**src/rtl/postbox_cpu.sv**
```systemverilog
module postbox_cpu #(
  parameter int ROM_AW   = 8,
  parameter int DW       = 8,
  parameter int RST_HOLD = 4,
  parameter int NUM_DEV  = 4,
  parameter int DEV_SPAN = 4,
  parameter logic [7:0] OP_IN  = 8'h01,
  parameter logic [7:0] OP_OUT = 8'h02
) (
  input  logic               clk,
  input  logic               rst_n,
  output logic [ROM_AW-1:0]  rom_addr,
  input  logic [7:0]         rom_data,
  output logic [7:0]         io_addr,
  output logic [DW-1:0]      io_wdata,
  input  logic [DW-1:0]      io_rdata,
  output logic               io_rd_n,
  output logic               io_wr_n,
  output logic [NUM_DEV-1:0] dev_sel_n,
  output logic               halted
);
  localparam int SPAN_W = $clog2(DEV_SPAN);
  localparam int IDX_W  = 8 - SPAN_W;

  typedef enum logic [1:0] {S_OP, S_ADR, S_IO, S_HLT} st_t;

  st_t                 st;
  logic [ROM_AW-1:0]   pc;
  logic [DW-1:0]       acc;
  logic [7:0]          addr_q;
  logic                is_out;
  logic [RST_HOLD-1:0] rst_hist;
  logic                core_rst;
  logic                strobe;
  logic                hit;
  logic                op_xfer;

  always_ff @(posedge clk)
    rst_hist <= {rst_hist[RST_HOLD-2:0], rst_n};

  assign core_rst = ~|rst_hist;
  assign strobe   = (st == S_IO);
  assign op_xfer  = (rom_data == OP_IN) || (rom_data == OP_OUT);

  always_ff @(posedge clk) begin
    if (core_rst) begin
      st     <= S_OP;
      pc     <= '0;
      acc    <= '0;
      addr_q <= '0;
      is_out <= 1'b0;
    end else begin
      case (st)
        S_OP: begin
          if (op_xfer) begin
            is_out <= (rom_data == OP_OUT);
            pc     <= pc + 1'b1;
            st     <= S_ADR;
          end else begin
            st <= S_HLT;
          end
        end
        S_ADR: begin
          addr_q <= rom_data;
          pc     <= pc + 1'b1;
          st     <= S_IO;
        end
        S_IO: begin
          if (!is_out) acc <= hit ? io_rdata : '1;
          st <= S_OP;
        end
        default: st <= S_HLT;
      endcase
    end
  end

  for (genvar k = 0; k < NUM_DEV; k++) begin : g_dec
    assign dev_sel_n[k] = !(strobe && addr_q[7:SPAN_W] == IDX_W'(k));
  end

  assign hit      = ~&dev_sel_n;
  assign io_rd_n  = !(strobe && !is_out);
  assign io_wr_n  = !(strobe && is_out);
  assign io_addr  = addr_q;
  assign io_wdata = acc;
  assign rom_addr = pc;
  assign halted   = (st == S_HLT);
endmodule


```
**config.mk**
```make
export PLATFORM = sky130hd
export DESIGN_NAME = postbox_cpu
export DESIGN_NICKNAME = d
export VERILOG_FILES = /design/src/rtl/postbox_cpu.sv
export SDC_FILE = /design/constraint.sdc
export NUM_CORES = 1
export LEC_CHECK = 0
export BUFFER_PORTS_ARGS = -buffer_cell sky130_fd_sc_hd__buf_2
export CORE_MARGIN = 2
export CORE_UTILIZATION = 35
export DETAILED_ROUTE_END_ITERATION = 7
export PLACE_DENSITY = 0.62
export RECOVER_POWER = 100
export SLEW_MARGIN = 20
export SYNTH_ARGS = -nofsm -noshare
export SYNTH_HDL_FRONTEND = slang
export SYNTH_SLANG_ARGS = --single-unit
```
**constraint.sdc**
```tcl
create_clock -name clk -period 2.4 [get_ports clk]
set_input_delay 0.48 -clock clk [delete_from_list [all_inputs] [get_ports clk]]
set_output_delay 0.48 -clock clk [all_outputs]
set_load 0.05 [all_outputs]
```
Yosys cells after proc, flatten, opt, wreduce, memory -nomap -nowiden
Cells that the tools add are included.
- register bits after elaboration: 31
- latch bits: 0
- bits in writable memories: 0
- memory bits (read-only): 0
- input port bits: 18
- output and inout port bits: 31
- memories: 0
- add/subtract/negate cells: 1
- multiply operators: 0
- divide/modulo/power cells: 0
- magnitude comparators: 0
- equality and inequality tests: 9
- shift-type cells: 0
- multiplexer cells: 5
- bitwise gates (word level): 1
- reductions and logical operators: 22
- operator list (kind ; number):
    8-bit 2-to-1 mux ; 2
    8-bit case mux with 2 select lines ; 1
    6-bit by 2-bit == test with 1-bit output (second input constant) ; 2
    8-bit by 1-bit adder with 8-bit output (second input constant) ; 1
    8-bit by 1-bit == test with 1-bit output (second input constant) ; 1
    8-bit by 2-bit == test with 1-bit output (second input constant) ; 1
    1-bit zero test ; 7
    6-bit by 1-bit == test with 1-bit output (second input constant) ; 1
    1-bit logical AND ; 6
    6-bit zero test ; 1
    2-bit case mux with 3 select lines ; 1
    2-bit AND reduction ; 3
    2-bit == test (second input constant) ; 2
    4-bit AND reduction ; 1
    4-bit OR reduction ; 1
    2-bit by 1-bit == test with 1-bit output (second input constant) ; 1
    2-bit zero test ; 1
    2-bit 2-to-1 mux ; 1
    2-bit != test (second input constant) ; 1
    2-bit nonzero test ; 1
    1-bit logical OR ; 1
    1-bit NOT ; 1

Depth between registers and ports, before layout
Gate-level depths: netlist of the first run.
- depth after elaboration: 5
- depth in mapped cells: 8
- mapped depth without buffers: 6

Least setup slack after synthesis of the first run
Ideal clock, no wire load.
- path kind: flip-flop to output port
- start: register addr_q[7], in the netlist io_addr[7]
- end: output dev_sel_n[0]
- arrival time: 1.579 ns
- data required time: 1.920 ns
- setup slack: 0.341 ns
- stages on the path, launching flop included: 4
- cell sequence: dfxtp_1 -> nor4_1 -> nand2_1 -> or3_1
- cells in the longest elaborated chain, start to end: 3
- ends and longest elaborated chain (what ; RTL line ; text):
    from (decl) ; 30 ; logic [7:0] addr_q;
    from (signal assigned) ; 64 ; addr_q <= rom_data;
    6-bit zero test ; 78 ; assign dev_sel_n[k] = !(strobe && addr_q[7:SPAN_W] == IDX_W'(k));
    1-bit logical AND ; 78 ;
    1-bit zero test ; 78 ;
    to (decl) ; 19 ; output logic [NUM_DEV-1:0] dev_sel_n,
Every way passes these cells.

Final worst setup path of the first run
Same ends and word-level chain as after synthesis.

==> flow_metrics.tcl, run 1 <==
set metrics [dict create \
    syn-cell-area_sq_um 1270 \
    path_clk_slew_ns 0.09 \
    vias_per_cell 4.85 \
    mostFrequentLayoutCell "clkbuf_1" \
    grt_pass1_vias 1126 \
    rows 21 \
    syn-num-nets 148 \
    via_count 1101 \
    mostFrequentLayoutCells "clkbuf_1 (33), dfxtp_1 (31), buf_2 (17)" \
    end_kind "output pin" \
    min_to "rst_hist[0]" \
    ant_nets 0 \
    required_ns 1.92 \
    fin_crit_ns 2.22 \
    max-slew-margin-rel 0.439 \
    cp.arrival_ns 1.74 \
    crit_chain "nor4_1 -> buf_4 -> nand2_1 -> or3_1 -> clkbuf_2" \
    grt_max_degree 20 \
    setup_tns_ns 0 \
    cts_resized 0 \
    rsz0062_at_grt "no" \
    synthCells 125 \
    wl_per_cell_um 12.4 \
    drtPass1Iterations 4 \
    finalWirelength_um 2820 \
    r2r_slack_ns 0.58 \
    die_width_um 64.2 \
    post-place-ws_ns 0.488 \
    place_congestion 0.763 \
    startpoint_type "flop" \
    cts.sinks 31 \
    fin_nets 203 \
    syn2layout_area_growth_pct 23.8 \
    layout-drive-gt1-share 0.210 \
    overflow 0 \
    yosys.area.top_type "dfxtp_1" \
    cts_hold_buffers 0 \
    drv_cap 0 \
    start_util 0.371 \
    ys_warn_count 0 \
    p_leak_nw 0.622 \
    syn_area_per_cell_sq_um 10.1 \
    cts_tree "done" \
    worstHoldPathType "in2reg" \
    drc 0 \
    setup_violations 0 \
    io_buffers 48 \
    critical-path-top-delay-family "simple AND/OR/NAND/NOR gates" \
    powerDensity_nw_per_um2 1520 \
    path_max_fanout 3 \
    synth_cell_types 28 \
    drv_slew 0 \
    cpPeakStageDelay_ns 0.33 \
    antenna_found_initial 0 \
    ff2ff_path_depth 6 \
    grt_usage 0.148 \
    status "finished clean" \
    crit_slowest_cell "dfxtp_1" \
    die_y_um 64.2 \
    diodes 0 \
    drtIter0Drc 33 \
    grt_pass1_wl_um 4740 \
    path_class "reg2out" \
    cts_setup_buffers 0 \
    seq_area_frac_synth 0.490 \
    hpwl_um 2150 \
    cp_num_buf_inv 2 \
    hold_path_depth 1 \
    finClkSkew_ns 0.00514 \
    max_freq_mhz 450 \
    ir_worst_vdd_mv 0.576 \
    synth_top_area_share 0.490 \
    coreArea_sq_um 3420 \
    cts_buffers 5 \
    die-area_sq_um 4120 \
    htree_num_levels 2 \
    holdCritStartpoint "rst_n" \
    final_area_sq_um 1570 \
    r2r_end "io_wdata[5]" \
    placed_area_sq_um 1580 \
    setup_slack_ns 0.177 \
    period_share 0.926 \
    hold_viol 0 \
    tightestPinTransition_ns 0.841 \
    yosys-top-cells-area "dfxtp_1 (49%), mux2i_1 (7.1%), o221a_2 (7.1%)" \
    insertion_delay_ns 0.32 \
    r2r-start "st[0]" \
    ios 49 \
    cts_root_buf "clkbuf_4" \
    fin_util 0.459 \
    fill_cells 365 \
    ys_ff_latch 31 \
    clk_path_buf_depth 2 \
]
==> synthesized netlist by cell type <==
cell,number
nand2_1,8
nor2_1,15
a211oi_1,1
or2_2,1
o211ai_1,1
mux2i_1,9
a21oi_1,6
or3_1,6
o21ai_0,5
nand4_1,2
xor2_1,2
o31ai_1,2
buf_4,1
clkbuf_1,3
buf_2,1
a41oi_1,1
inv_1,4
nor4_1,1
dfxtp_1,31
o221a_2,8
nand3_1,3
nor4_4,1
a41oi_2,1
or4_1,2
nor2b_1,2
ha_1,5
and2_1,2
nor4_2,1
==> how the worst max path moves through the flow <==
stage                      startpoint           end  slack, ns  depth (start not counted)
after detailed placement  rom_data[7]   rom_addr[6]       0.49                          6
after global placement    rom_data[7]   rom_addr[5]       0.53                          6
after floorplan            io_addr[7]  dev_sel_n[0]       0.34                          3
final                      io_addr[7]  dev_sel_n[0]       0.18                          5
after CTS                  io_addr[7]  dev_sel_n[0]       0.18                          5
after global routing       io_addr[7]  dev_sel_n[0]       0.08                          5
==> report_power, final <==
part,total (W),internal (W),switching (W)
combinational,0.00127,0.000327,0.000939
sequential,0.000838,0.000702,0.000136
clock,0.000278,0.000114,0.000164
total,0.00238,0.00114,0.00124
==> metal layers <==
metal  up-vias  routed length [um]  GRT usage
met3         4                 161     0.0458
met1       499                1280      0.163
met2        34                1340      0.255
met5         -                   0          0
met4         0                  34     0.0718
li1        564                   -          -
==> logic make-up after synthesis <==
group                      Yosys count  synth area share
and+or+nand+nor                     44             0.188
buffers and inverters                9            0.0306
xor gates and xnor gates             2            0.0138
adders and majority gates            5            0.0494
DFF                                 31             0.490
muxes                                9            0.0711
AOI/OAI and AO/OA                   25             0.158
==> registers in the layout, indices dropped and copies added (netlist names) <==
name,cells
rst_hist,4
rom_addr,8
st,2
is_out,1
io_addr,8
io_wdata,8
==> stage by stage <==
stage               instances  total power [W]  hold slack (ns)
floorplan                 125          0.00187            0.355
global placement          219          0.00215            0.362
detailed placement        219          0.00218            0.364
CTS                       227          0.00247            0.240
global route              227          0.00253            0.237
finish                    227          0.00238            0.258
==> worst register-to-register path, delay by kind of cell, from the launching register on <==
family	cells	cell delay (ns)
buffers and inverters	2	0.41
adders and majority gates	1	0.23
DFF	1	0.34
AOI/OAI and AO/OA	1	0.30
and+or+nand+nor	2	0.45
==> area by class of cell <==
class	instances	area, sq um	area share
sequential	31	621	0.396
multi-input combinational	85	594	0.379
timing repair buffer	53	231	0.148
tap	46	57.6	0.0367
clock buffer	7	45.0	0.0287
inverter	4	15.0	0.00957
clock inverter	1	5.00	0.00319
No activity file was read; power rests on OpenSTA's default activity.
==> run 2: changes to the inputs <==
==> constraint.sdc (replaced) <==
create_clock -name clk -period 2.3 [get_ports clk]
set_input_delay 0.46 -clock clk [delete_from_list [all_inputs] [get_ports clk]]
set_output_delay 0.46 -clock clk [all_outputs]
set_load 0.05 [all_outputs]
==> run 2 against run 1 <==
- register-to-register slack lost 0.08 ns
- sequential share of layout area shrank 1.2 points
- cell count is the same
- clock skew grew 0.0047 ns
- non-clock buffer count is the same
- largest cell class unchanged
- routed wire length grew 0.96%
- critical path type unchanged
- worst setup slack lost 0.0028 ns
- worst hold slack lost 0.025 ns
- utilization grew 1.4 points
==> flow_metrics.tcl, run 2 (same netlist as run 1, synthesis figures left out) <==
set metrics [dict create \
    rsz0062_at_grt "no" \
    drtIter0Drc 17 \
    cts_root_buf "clkbuf_4" \
    cp_num_buf_inv 2 \
    fin_util 0.474 \
    p_leak_nw 0.650 \
    period_share 0.924 \
    cts_hold_buffers 0 \
    whs_ns 0.233 \
    fin_crit_ns 2.13 \
    finClkSkew_ns 0.00986 \
    finalWirelength_um 2850 \
    seq_area_sq_um 621 \
    hold_path_depth 1 \
    place_congestion 0.778 \
    ios 49 \
    post-place-ws_ns 0.393 \
    layout-drive-gt1-share 0.243 \
    fin_nets 203 \
    cpPeakStageDelay_ns 0.34 \
    path_max_fanout 3 \
    diodes 0 \
    clk_path_buf_depth 2 \
    rows 21 \
    ff2ff_path_depth 7 \
    cts_buffers 5 \
    mostFrequentLayoutCells "dfxtp_1 (31), clkbuf_1 (28), buf_2 (18)" \
    r2r_end "rom_addr[5]" \
    via_count 1114 \
    crit_slowest_cell "dfxtp_1" \
    coreArea_sq_um 3420 \
    ir_worst_vdd_mv 0.628 \
    hpwl_um 2160 \
    cts_tree "done" \
    min_to "rst_hist[0]" \
    worstSetupStartpoint "io_addr[7]" \
    hold_viol 0 \
    path_clk_slew_ns 0.10 \
    max_freq_mhz 470 \
    r2r_slack_ns 0.50 \
    powerDensity_nw_per_um2 1630 \
    worstHoldPathType "in2reg" \
    drv_cap 0 \
    grt_usage 0.147 \
    grt_pass1_vias 1117 \
    drv_slew 0 \
    crit_chain "nor4_2 -> buf_4 -> nand2_1 -> or3_1 -> buf_2" \
    htree_num_levels 2 \
    end_kind "output pin" \
    critical-path-top-delay-family "simple AND/OR/NAND/NOR gates" \
    r2r-start "st[0]" \
    wl_per_cell_um 12.5 \
    startpoint_type "flop" \
    antenna_found_initial 0 \
    finalPower_w 0.00264 \
    die-area_sq_um 4120 \
    tightestPinTransition_ns 0.860 \
    insertion_delay_ns 0.32 \
    multiInputGateArea_sq_um 601 \
    holdCritStartpoint "rst_n" \
    cp.arrival_ns 1.67 \
    start_util 0.371 \
    required_ns 1.84 \
    path_class "reg2out" \
    status "finished clean" \
    setup_slack_ns 0.174 \
    mostFrequentLayoutCell "dfxtp_1" \
    ant_nets 0 \
    max-slew-margin-rel 0.427 \
    syn2layout_area_growth_pct 27.6 \
    drc 0 \
    cts.sinks 31 \
    die_width_um 64.2 \
    overflow 0 \
    vias_per_cell 4.91 \
    grt_pass1_wl_um 4760 \
    setup_violations 0 \
    drtPass1Iterations 4 \
    setup_tns_ns 0 \
    io_buffers 48 \
    die_y_um 64.2 \
    grt_max_degree 20 \
    fill_cells 368 \
]
[run 2: changes by cell type in the layout (fill, tap and decap cells not counted), sizes merged]
cell    delta
bufinv     +1
clkbuf     -3
buf        +2
[run 2: power by group]
group	internal, W	total, W	switching, W
Sequential	0.000732	0.000880	0.000148
Clock	0.000257	0.000437	0.000180
Combinational	0.000344	0.00132	0.000979
Total	0.00133	0.00264	0.00131
[run 2: layout make-up]
type	count	area share
Multi-Input combinational cell	85	0.371
Clock buffer	6	0.0317
Clock inverter	2	0.0217
Inverter	4	0.00928
Timing Repair Buffer	53	0.147
Tap cell	46	0.0356
Sequential cell	31	0.384
[run 2: metrics by stage]
step	cell area, sq um	instances
finish	1620	227
global route	1620	227
CTS	1670	227
detailed placement	1580	219
global placement	1580	219
floorplan	1270	125
[run 2: worst max-delay path by stage]
stage	end	depth (start not counted)	slack, ns
after CTS	dev_sel_n[0]	5	0.10
after global placement	rom_addr[5]	6	0.45
after floorplan	dev_sel_n[0]	3	0.26
after global routing	dev_sel_n[0]	5	0.02
final	dev_sel_n[0]	5	0.17
after detailed placement	rom_addr[3]	6	0.39
[run 2: what timing repair did]
action / 4_1_cts / 5_1_grt
gates resized for setup: 0 / 1
setup endpoints to repair: 0 / 1
buffers inserted: 0 / 0
[run 2: layer usage]
metal | vias up | GRT usage | wire length, um
met5 | - | 0 | 0
met3 | 4 | 0.0475 | 170
met2 | 33 | 0.254 | 1370
li1 | 567 | - | -
met1 | 510 | 0.167 | 1280
met4 | 0 | 0.0559 | 35
[run 2: worst reg2reg max path, cell delays in order, from the launching register on]
cell and delay (ns):
dfxtp_1 0.37, inv_1 0.07, ha_1 0.26, nor2b_1 0.12, a41oi_1 0.06, clkbuf_1 0.28
or3_1 0.41, a21oi_1 0.15
==> run 3: changes to the inputs <==
==> constraint.sdc (replaced) <==
create_clock -name clk -period 2.3 [get_ports clk]
set_input_delay 0.23 -clock clk [delete_from_list [all_inputs] [get_ports clk]]
set_output_delay 0.23 -clock clk [all_outputs]
set_load 0.05 [all_outputs]
==> run 3 against run 2 <==
- worst setup slack gained 0.0040 ns
- critical path depth shrank 1
- clock power shrank 33%
- count of clock-buffer cells in the layout increased by 1
- non-clock buffer count unchanged
- combinational power hardly changed
- design area shrank 2.6%
- critical path type unchanged
- critical endpoint unchanged
- highest routed layer unchanged
==> flow_metrics.tcl, run 3 (same netlist as run 1, synthesis figures left out) <==
set metrics [dict create \
    worstHoldPathType "in2reg" \
    fin_nets 203 \
    coreArea_sq_um 3420 \
    max-slew-margin-rel 0.452 \
    drv_cap 0 \
    sw_frac_of_total 0.522 \
    dp.cells 218 \
    cts_root_buf "clkbuf_4" \
    place_congestion 0.774 \
    path_depth 4 \
    setup_tns_ns 0 \
    vias_per_cell 4.87 \
    setup_violations 0 \
    fin_crit_ns 2.12 \
    grt_max_degree 20 \
    cts_buffers 5 \
    multiInputGateArea_sq_um 594 \
    startpoint_type "flop" \
    grt_pass1_vias 1092 \
    worstSetupStartpoint "io_addr[7]" \
    p_clk_frac 0.118 \
    start_util 0.371 \
    rows 21 \
    mostFrequentLayoutCell "clkbuf_1" \
    ff2ff_path_depth 7 \
    tightestPinTransition_ns 0.822 \
    required_ns 2.07 \
    hold_viol 0 \
    syn2layout_area_growth_pct 24.3 \
    cp_num_buf_inv 1 \
    htree_num_levels 2 \
    path_class "reg2out" \
    powerDensity_nw_per_um2 1570 \
    fill_cells 343 \
    fin_util 0.461 \
    drtIter0Drc 47 \
    die_width_um 64.2 \
    ir_worst_vdd_mv 0.733 \
    r2r_end "rom_addr[1]" \
    insertion_delay_ns 0.32 \
    drtPass1Iterations 4 \
    r2r_slack_ns 0.44 \
    crit_chain "nor4_1 -> nand2_1 -> or3_1 -> buf_2" \
    crit_end "dev_sel_n[0]" \
    path_max_fanout 3 \
    layout-drive-gt1-share 0.210 \
    clk_path_buf_depth 2 \
    status "finished clean" \
    finClkSkew_ns 0.00499 \
    ant_nets 0 \
    end_kind "output pin" \
    finalWirelength_um 2770 \
    drc 0 \
    r2r-start "st[1]" \
    cpPeakStageDelay_ns 0.53 \
    p_leak_nw 0.624 \
    p_int_w 0.00118 \
    cts_tree "done" \
    die_y_um 64.2 \
    seq_area_sq_um 621 \
    max_freq_mhz 471 \
    die-area_sq_um 4120 \
    diodes 0 \
    finalNonFillerCells 227 \
    p_comb_frac 0.529 \
    overflow 0 \
    ios 49 \
    mostFrequentLayoutCells "clkbuf_1 (32), dfxtp_1 (31), buf_2 (18)" \
    power_frac_seq 0.354 \
    grt_usage 0.147 \
    period_share 0.923 \
    critical-path-top-delay-family "simple AND/OR/NAND/NOR gates" \
    switchingPower_w 0.00129 \
    path_clk_slew_ns 0.09 \
    io_buffers 48 \
    wl_per_cell_um 12.2 \
    via_count 1106 \
    rsz0062_at_grt "no" \
    cts_setup_buffers 0 \
    cts.sinks 31 \
    grt_pass1_wl_um 4690 \
    hpwl_um 2090 \
    antenna_found_initial 0 \
    crit_slowest_cell "nor4_1" \
    cp.arrival_ns 1.89 \
    drv_slew 0 \
]
-- run 3: changes by cell type in the layout (fill, tap and decap cells not counted) --
cell / change
buf_4: -1
clkbuf_2: -2
clkbuf_1: +4
clkbuf_8: -1
bufinv_16: -1
nor4_1: +1
nor4_2: -1
dlygate4sd3_1: +1
-- run 3: stage by stage --
stage	worst slack, ns	instance area, sq um	power (W)	hold slack, ns
3_5_place_dp	0.534	1570	0.00226	0.334
6_report	0.178	1580	0.00248	0.130
5_1_grt	0.0266	1580	0.00264	0.143
3_3_place_gp	0.610	1570	0.00223	0.337
4_1_cts	0.171	1630	0.00256	0.127
2_1_floorplan	0.491	1270	0.00195	0.258
-- run 3: layer usage --
layer / wire, um / share of wire / vias up / GRT usage
met2: 1240 / 0.45 / 33 / 0.247
met4: 57 / 0.021 / 0 / 0.0798
li1: - / - / 565 / -
met1: 1290 / 0.46 / 503 / 0.164
met5: 0 / 0 / - / 0
met3: 183 / 0.066 / 5 / 0.0440
-- run 3: how the worst min path moves through the flow --
stage	endpoint	slack, ns	depth (start not counted)	start
after CTS	is_out	0.13	2	rom_data[0]
final	is_out	0.13	2	rom_data[0]
after floorplan	rst_hist[0]	0.26	0	rst_n
after detailed placement	rst_hist[0]	0.33	1	rst_n
after global placement	rst_hist[0]	0.34	1	rst_n
after global routing	is_out	0.14	2	rom_data[0]
-- run 3: what timing repair did --
| action | CTS | global route |
|---|---|---|
| resized for setup | 0 | 0 |
| endpoints found under the hold margin | 1 | 0 |
| hold buffers | 1 | 0 |
-- run 3: layout make-up --
cell class,count,share of cell area
multi-input combinational,85,0.377
clock buffer,7,0.0286
timing repair buffer,53,0.151
tap,46,0.0365
sequential,31,0.394
clock inverter,1,0.00318
inverter,4,0.00953
-- run 3: power groups by stage --
stage | sequential, W | combinational (W) | clock (W)
after global placement | 0.000866 | 0.00137 | 0
after floorplan | 0.00143 | 0.000517 | 0
final | 0.000875 | 0.00131 | 0.000291
after global routing | 0.000908 | 0.00140 | 0.000332
after CTS | 0.000870 | 0.00138 | 0.000303
after detailed placement | 0.000882 | 0.00138 | 0
